## src/rtl/lrd_pkg.sv

```systemverilog
package lrd_pkg;
  localparam int HALL_W = 3;
  typedef logic [HALL_W-1:0] hall_t;

  function automatic logic code_ok(input hall_t c);
    return (c != 3'b000) && (c != 3'b111);
  endfunction

  // Successor code in the selected direction; forward order 101,100,110,010,011,001
  function automatic hall_t next_code(input hall_t c, input logic fwd);
    hall_t r;
    unique case (c)
      3'b101: r = fwd ? 3'b100 : 3'b001;
      3'b100: r = fwd ? 3'b110 : 3'b101;
      3'b110: r = fwd ? 3'b010 : 3'b100;
      3'b010: r = fwd ? 3'b011 : 3'b110;
      3'b011: r = fwd ? 3'b001 : 3'b010;
      3'b001: r = fwd ? 3'b101 : 3'b011;
      default: r = 3'b000;
    endcase
    return r;
  endfunction
endpackage

```

## src/rtl/lrd_tick_timer.sv

```systemverilog
module lrd_tick_timer #(
  parameter int LIMIT = 127
) (
  input  logic clk,
  input  logic rst_n,
  input  logic clr,
  input  logic inc,
  output logic done
);
  localparam int CW = $clog2(LIMIT + 1);
  localparam logic [CW-1:0] LIM = CW'(LIMIT);

  logic [CW-1:0] cnt_q;

  always_ff @(posedge clk or negedge rst_n) begin
    if (!rst_n)               cnt_q <= '0;
    else if (clr)             cnt_q <= '0;
    else if (inc && cnt_q != LIM) cnt_q <= cnt_q + 1'b1;
  end

  assign done = (cnt_q == LIM);

  // count saturates, never beyond its limit
  a_r3_no_overflow: assert property (@(posedge clk) disable iff (!rst_n)
    cnt_q <= LIM);

  a_r3_clear_zero: assert property (@(posedge clk) disable iff (!rst_n)
    clr |=> !done);
endmodule

```

## src/rtl/lrd_hall_tracker.sv

```systemverilog
module lrd_hall_tracker
  import lrd_pkg::*;
(
  input  logic  clk,
  input  logic  rst_n,
  input  hall_t hall_code,
  input  logic  dir_sel,
  output logic  speed_out,
  output logic  step_credit
);
  hall_t prev_q;
  logic  primed_q, speed_q, last_ok_q;
  logic  changed, good_step;

  assign changed     = primed_q && (hall_code != prev_q);
  assign good_step   = changed && code_ok(prev_q) &&
                       (hall_code == next_code(prev_q, dir_sel));
  assign step_credit = good_step && last_ok_q;
  assign speed_out   = speed_q;

  always_ff @(posedge clk or negedge rst_n) begin
    if (!rst_n) begin
      prev_q    <= '0;
      primed_q  <= 1'b0;
      speed_q   <= 1'b0;
      last_ok_q <= 1'b0;
    end else begin
      prev_q   <= hall_code;
      primed_q <= 1'b1;
      if (changed) begin
        speed_q   <= ~speed_q;
        last_ok_q <= good_step;
      end
    end
  end

  // every sampled code change flips the speed output
  a_r1_speed_toggle: assert property (@(posedge clk) disable iff (!rst_n)
    changed |=> (speed_out != $past(speed_out)));

  a_r1_speed_hold: assert property (@(posedge clk) disable iff (!rst_n)
    (primed_q && hall_code == prev_q) |=> $stable(speed_out));

  // a reversal never earns credit
  a_r4_no_reverse_credit: assert property (@(posedge clk) disable iff (!rst_n)
    (changed && hall_code == next_code(prev_q, !dir_sel)) |-> !step_credit);
endmodule

```

## src/rtl/lrd_fault_latch.sv

```systemverilog
module lrd_fault_latch (
  input  logic clk,
  input  logic rst_n,
  input  logic dir_sel,
  input  logic lock_en,
  input  logic hold_done,
  input  logic lock_done,
  output logic fault,
  output logic dir_edge
);
  logic dir_q, primed_q, fault_q;

  assign dir_edge = primed_q && (dir_sel != dir_q);
  assign fault    = fault_q;

  always_ff @(posedge clk or negedge rst_n) begin
    if (!rst_n) begin
      dir_q    <= 1'b0;
      primed_q <= 1'b0;
      fault_q  <= 1'b0;
    end else begin
      dir_q    <= dir_sel;
      primed_q <= 1'b1;
      if (!lock_en)                  fault_q <= 1'b0;
      else if (dir_edge || hold_done) fault_q <= 1'b0;
      else if (lock_done)            fault_q <= 1'b1;
    end
  end

  // direction edge clears the latch
  a_r6_dir_edge_clears: assert property (@(posedge clk) disable iff (!rst_n)
    dir_edge |=> !fault);

  // latch holds without a clear event
  a_r5_fault_sticky: assert property (@(posedge clk) disable iff (!rst_n)
    (fault && lock_en && !dir_edge && !hold_done) |=> fault);

  // disabled detection forces the fault low
  a_r10_disable_clears: assert property (@(posedge clk) disable iff (!rst_n)
    !lock_en |=> !fault);
endmodule

```

## src/rtl/lrd_lock_monitor.sv

```systemverilog
module lrd_lock_monitor
  import lrd_pkg::*;
#(
  parameter int LOCK_TICKS  = 127,
  parameter int CLEAR_TICKS = 64
) (
  input  logic       clk,
  input  logic       rst_n,
  input  logic [2:0] hall_code,
  input  logic       dir_sel,
  input  logic       pwm_off,
  input  logic       brake_on,
  input  logic       lock_en,
  input  logic       tick,
  output logic       speed_out,
  output logic       lock_fault
);
  logic step_credit, dir_edge, hold_done, lock_done, persist_clr;

  lrd_hall_tracker u_track (
    .clk         (clk),
    .rst_n       (rst_n),
    .hall_code   (hall_code),
    .dir_sel     (dir_sel),
    .speed_out   (speed_out),
    .step_credit (step_credit)
  );

  assign persist_clr = step_credit | brake_on | ~lock_en | lock_fault |
                       hold_done | dir_edge;

  lrd_tick_timer #(.LIMIT(LOCK_TICKS)) u_persist (
    .clk   (clk),
    .rst_n (rst_n),
    .clr   (persist_clr),
    .inc   (tick),
    .done  (lock_done)
  );

  lrd_tick_timer #(.LIMIT(CLEAR_TICKS)) u_hold (
    .clk   (clk),
    .rst_n (rst_n),
    .clr   (~pwm_off),
    .inc   (tick),
    .done  (hold_done)
  );

  lrd_fault_latch u_latch (
    .clk       (clk),
    .rst_n     (rst_n),
    .dir_sel   (dir_sel),
    .lock_en   (lock_en),
    .hold_done (hold_done),
    .lock_done (lock_done),
    .fault     (lock_fault),
    .dir_edge  (dir_edge)
  );

  // a brake held over two clocks keeps the fault from rising
  a_r9_brake_blocks: assert property (@(posedge clk) disable iff (!rst_n)
    (brake_on && $past(brake_on) && !lock_fault) |=> !lock_fault);

  // a completed chop-high interval keeps the fault clear
  a_r7_hold_clears: assert property (@(posedge clk) disable iff (!rst_n)
    hold_done |=> !lock_fault);
endmodule

```

## config.mk

```make
export PLATFORM = sky130hd
export DESIGN_NAME = lrd_lock_monitor
export DESIGN_NICKNAME = d
export VERILOG_FILES = /design/src/rtl/lrd_pkg.sv /design/src/rtl/lrd_tick_timer.sv /design/src/rtl/lrd_hall_tracker.sv /design/src/rtl/lrd_fault_latch.sv /design/src/rtl/lrd_lock_monitor.sv
export SDC_FILE = /design/constraint.sdc
export NUM_CORES = 1
export LEC_CHECK = 0
export BUFFER_PORTS_ARGS = -buffer_cell sky130_fd_sc_hd__buf_2
export CAP_MARGIN = 20
export CORE_AREA = 3 3 52 54
export DETAILED_ROUTE_END_ITERATION = 6
export DIE_AREA = 0 0 55 57
export PLACE_DENSITY = 0.73
export SLEW_MARGIN = 25
export SYNTH_ARGS = -nofsm -noshare
export SYNTH_HDL_FRONTEND = slang
export SYNTH_SLANG_ARGS = --single-unit
```

## constraint.sdc

```tcl
create_clock -name clk -period 1.9 [get_ports clk]
set_input_delay 0 -clock clk [delete_from_list [all_inputs] [get_ports clk]]
set_output_delay 0 -clock clk [all_outputs]
set_load 0.02 [all_outputs]
```

==> results.md, run 1 <==
- Worst R2R Path Depth: 6
- IO Pins: 12
- Antenna violations before repair: 0
- Die ar.: 0.00314 sq mm
- Total GRT Usage: 17.0%
- # fillers: 193
- Initial core utilization: 55.3%
- Final Power: 869 uW
- Worst path depth: 6
- CTS tree: yes
- # diodes: 0
- First-pass DRT Iterations: 4
- Min cycle time layout: 1.81 ns
- Critical path type: reg2reg
- R2R Path Start: u_hold.cnt_q[0]
- Post_cts resized: 0
- Rows: 17
- Slew Viols, Final: 0
- Beginning of the worst hold path: tick
- Max_cap viols: 0
- First-pass GRT wire length: 4.00 mm
- Most common flop cell mapped by yosys: dfrtp_1
- Period utilisation layout: 95.1%
- Synthesis Warnings: 0
- Syn avg cell area: 10.1 sq um
- Synth cell types: 39
- Post-cts hold buffer count: 7
- Commonest non-fill, non-tap cell in the layout: dfrtp_1
- CP delay by family, top: simple AND/OR/NAND/NOR gates
- Vias in the first global route: 910
- Share of layout cells above drive strength 1: 14.3%
- Max stage delay cell, worst path: or3_1
- Hold Path Cell Cnt: 3
- Ys async rst share: 100%
- Critical Path Max Stage Delay: 0.46 ns
- Final HPWL DP: 1.67 mm
- WL/cell: 13.6 um
- Layout Cells excl Fill: 168
- CP Launch Type: flop
- Max Freq: 553 MHz
- CP required: 2.11 ns
- GPL Wtd Cong: 0.811
- Clk_lat worst skew: 0.29 ns
- Setup TNS: 0 ns
- Reg clk slew, reported paths: 0.11 ns
- Via count: 931
- CTS Sinks: 22
- Clock skew: 0.00199 ns
- Fin nets: 155
- DRT antenna net count: 0
- Status: completed
- Largest net degree at the start of global routing: 23
- DRC: 0
- Power Dens Cells: 630 mW/mm^2
- Grt ovf: 0
- Worst path cell trace: inv_1 -> ha_1 -> nand4_1 -> nand3_1 -> or3_1 -> nor4_2
- Post-DR vias/cell: 5.54
- Syn_nets: 137
- Largest fanout on the critical path: 7
- Unrepaired setup endpoints after global routing: no
- Leak: 0.000595 uW
- Most frequent cells in the layout: dfrtp_1, nor2_1, buf_2
- Post-synth EDFFs: 0
- Initial DRC count: 11
- Core area: 0.00225 sq mm
- Reg-to-reg slack, setup: 0.09 ns
- R2R Path End: u_persist.cnt_q[3]
- Setup-failing EPs final: 0
- P&R area growth vs syn: 10.6%
- Critical Path AT: 2.02 ns
- Max VDD drop: 0.000462 V
- Post-CTS Setup Repair Bufs: 0
- Post-Syn Instances: 124
- Hold Violations, Final: 0
- Synthesis-stage register bit count: 22
- WHS Endpoint: u_hold.cnt_q[1]
- Post-synthesis sequential area ratio: 44.1%
- Die Span X: 55 um
- Placed Cells: 158
- Buffer depth of the longest clock path: 2
- Cell area after synthesis: 0.00125 sq mm
- # H-tree levels: 1
- Buffers plus inverters on the worst setup path: 1
- Worst min path class: in2reg
- Die extent in y: 57 um
- CP endpoint kind: flop
- Root Driver: clkbuf_4
- Total CTS buffers: 3
- DRT Wirelength: 2.29 mm
- # port buffers: 11
-- tightest hold or removal path, delay by kind of cell --
family                 cells  cell delay [ns]
AOI/OAI and AO/OA          1             0.07
buffers and inverters      1             0.16
and+or+nand+nor            1             0.09
-- cell type report --
cell class	count	area, sq um	share of cell area [%]
clock buffers	3	22.5	1.63
inverters	4	15.0	1.09
multi-input cells	93	632	45.8
flip-flops and latches	22	551	39.9
well taps	28	35.0	2.54
repair buffers	18	125	9.07
-- power by group --
group / switching, uW / total, uW / internal [uW]
logic: 83.9 / 151 / 66.7
registers: 23.2 / 516 / 493
clock network: 129 / 203 / 73.8
total: 236 / 869 / 633
-- stage by stage --
step / utilization (%) / hold WS [ns] / setup slack [ns] / instance area (sq um)
6_report: 61.2 / 0.0535 / 0.0928 / 1380
5_1_grt: 61.2 / 0.0857 / 0.0126 / 1380
4_1_cts: 61.2 / 0.0427 / 0.0804 / 1380
3_5_place_dp: 57.1 / -0.0105 / 0.102 / 1290
3_3_place_gp: 57.1 / -0.0125 / 0.164 / 1290
2_1_floorplan: - / -0.296 / 0.307 / 1250
-- metal layers --
metal  vias up  global-route usage, %  routed length (um)
met4         0                   6.25                  17
met5         -                      0                   0
met3         2                   2.35                  63
met1       445                   23.3                1050
met2        14                   26.9                1150
li1        470                      -                   -
-- registers in the layout (all words and copies together), names as in the netlist --
| name | flops |
|---|---|
| u_latch.fault | 1 |
| u_track.prev_q | 3 |
| u_persist.cnt_q | 7 |
| u_hold.cnt_q | 7 |
| u_latch.primed_q | 1 |
| u_track.speed_out | 1 |
| u_track.last_ok_q | 1 |
| u_latch.dir_q | 1 |
-- worst max-delay path by stage --
stage	startpoint	slack (ns)	to
3_3_place_gp	u_hold.cnt_q[0]	0.16	u_persist.cnt_q[3]
2_1_floorplan	u_track.prev_q[2]	0.31	u_persist.cnt_q[0]
3_5_place_dp	u_hold.cnt_q[0]	0.10	u_persist.cnt_q[3]
5_1_grt	u_hold.cnt_q[0]	0.01	u_persist.cnt_q[3]
4_1_cts	u_hold.cnt_q[0]	0.08	u_persist.cnt_q[3]
6_report	u_hold.cnt_q[0]	0.09	u_persist.cnt_q[3]
-- cells in the mapped netlist (4+ instances only) --
| cell type | n | area share (%) |
|---|---|---|
| nand3_1 | 8 | 3.2 |
| nand2_1 | 8 | 2.4 |
| inv_1 | 4 | 1.2 |
| dfrtp_1 | 22 | 44 |
| xor2_1 | 6 | 4.2 |
| nor3_1 | 8 | 3.2 |
| and2_1 | 6 | 3.0 |
| xnor2_1 | 8 | 5.6 |
| buf_6 | 4 | 3.6 |
| nor2_1 | 11 | 3.3 |
-- cells by family after synthesis --
logic type / share of synthesized area (%)
AOI/OAI and AO/OA: 11.6
other: 0.301
muxes: 0.802
and+or+nand+nor: 25.1
xor gates and xnor gates: 9.83
adders and majority gates: 3.01
DFF: 44.1
buffers and inverters: 5.21
(Power assumes the default switching activity.)
==> run 2: changes to the inputs <==
Settings changed: RECOVER_POWER from default to 50.
==> results.md, run 2 (synthesis gave the netlist of run 1 again) <==
- Dpl cell area: 0.00129 sq mm
- Critical Path AT: 2.02 ns
- # port buffers: 11
- CP Launch Type: flop
- Antenna violations before repair: 0
- Slew @ Worst Pin: 1.15 ns
- Die extent in y: 57 um
- Setup-failing EPs final: 0
- Critical Path Max Stage Delay: 0.46 ns
- Most frequent cells in the layout: dfrtp_1, nor2_1
- Buffer depth of the longest clock path: 2
- Share of layout cells above drive strength 1: 11.4%
- Final HPWL DP: 1.67 mm
- DRT antenna net count: 0
- DRC: 0
- GPL Wtd Cong: 0.811
- Clk_lat worst skew: 0.29 ns
- Initial DRC count: 11
- Hold Violations, Final: 0
- Seq pwr share: 59.5%
- Comb power frac: 17.2%
- Total CTS buffers: 3
- CTS Sinks: 22
- Clk network pwr share: 23.3%
- Max stage delay cell, worst path: or3_1
- Layout Cells excl Fill: 168
- Placed Cells: 158
- Setup TNS: 0 ns
- Final instance area: 0.00138 sq mm
- Min cycle time layout: 1.80 ns
- Initial core utilization: 55.3%
- Buffers plus inverters on the worst setup path: 1
- Worst min path class: in2reg
- # diodes: 0
- First-pass DRT Iterations: 4
- Die ar.: 0.00314 sq mm
- Clock skew: 0.00116 ns
- Total GRT Usage: 17.0%
- Rows: 17
- Root Driver: clkbuf_4
- IO Pins: 12
- Status: completed
- First-pass GRT wire length: 4.00 mm
- Commonest non-fill, non-tap cell in the layout: dfrtp_1
- Post-CTS Setup Repair Bufs: 0
- Grt ovf: 0
- CP endpoint kind: flop
- Hold Slack: 0.0553 ns
- Slew Viols, Final: 0
- Period utilisation layout: 94.9%
- CP required: 2.11 ns
- Largest net degree at the start of global routing: 23
- Relative slew slack: 23.4%
- Die Span X: 55 um
- Worst path cell trace: inv_1 -> ha_1 -> nand4_1 -> nand3_1 -> or3_1 -> nor4_2
- Switching Share: 27.2%
- WL/cell: 13.6 um
- Via count: 934
- P&R area growth vs syn: 10.2%
- CTS tree: yes
- Max Freq: 555 MHz
- Critical path type: reg2reg
- Leak: 0.000584 uW
- Fin nets: 155
- Int Power: 632 uW
- Post-DR vias/cell: 5.56
- DRT Wirelength: 2.28 mm
- Max_cap viols: 0
- Power Dens Cells: 631 mW/mm^2
- Vias in the first global route: 910
- Post-layout util: 61.0%
- Max VDD drop: 0.000462 V
- CP delay by family, top: simple AND/OR/NAND/NOR gates
- Reg clk slew, reported paths: 0.11 ns
- # H-tree levels: 1
- Biggest regs: u_hold.cnt_q (7), u_persist.cnt_q (7), u_track.prev_q (3)
- Unrepaired setup endpoints after global routing: no
- Largest fanout on the critical path: 7
- P_sw: 236 uW
- Core area: 0.00225 sq mm
run 2: layer usage:
metal | vias up | global-route usage [%] | routed length [um]
met2 | 16 | 26.9 | 1150
met4 | 0 | 6.25 | 17
li1 | 471 | - | -
met5 | - | 0 | 0
met3 | 2 | 2.35 | 64
met1 | 445 | 23.3 | 1060
run 2: cell type report:
cell class / instances / area, sq um
fill: 194 / 880
multi-input combinational: 93 / 632
sequential: 22 / 551
timing repair buffer: 18 / 120
tap: 28 / 35.0
clock buffer: 3 / 22.5
inverter: 4 / 15.0
run 2: metrics by stage:
step,total power (uW),worst slack [ns]
6_report,868,0.0972
5_1_grt,917,0.0126
4_1_cts,884,0.0804
3_5_place_dp,666,0.102
3_3_place_gp,660,0.164
2_1_floorplan,621,0.307
run 2: power groups by stage:
stage	registers [uW]	logic, uW	clock network [uW]
after CTS	516	153	215
after floorplan	532	88.4	0
after global placement	524	136	0
final	516	150	202
after global routing	522	166	229
after detailed placement	525	141	0
run 2: what timing repair did:
| action | CTS | global route |
|---|---|---|
| hold buffers | 7 | 0 |
| gates resized for setup | 0 | 0 |
| hold endpoints to repair | 34 | 0 |
run 2: worst paths after layout:
| check | startpoint | end | slack (ns) | depth (start not counted) |
|---|---|---|---|---|
| min in group asynchronous | rst_n | u_hold.cnt_q[2] | 0.44 | 2 |
| max | u_hold.cnt_q[0] | u_persist.cnt_q[3] | 0.1 | 6 |
| max reg2reg | u_hold.cnt_q[0] | u_persist.cnt_q[3] | 0.1 | 6 |
| max in group asynchronous | rst_n | u_hold.cnt_q[4] | 0.78 | 2 |
| min reg2reg | u_track.speed_out | u_track.speed_out | 0.48 | 1 |
| min | tick | u_hold.cnt_q[1] | 0.06 | 3 |
run 2: worst reg2reg max path, stage by stage (launching register included):
cell,delay [ns]
dfrtp_1,0.44
inv_1,0.06
ha_1,0.20
nand4_1,0.14
nand3_1,0.15
or3_1,0.46
nor4_2,0.27
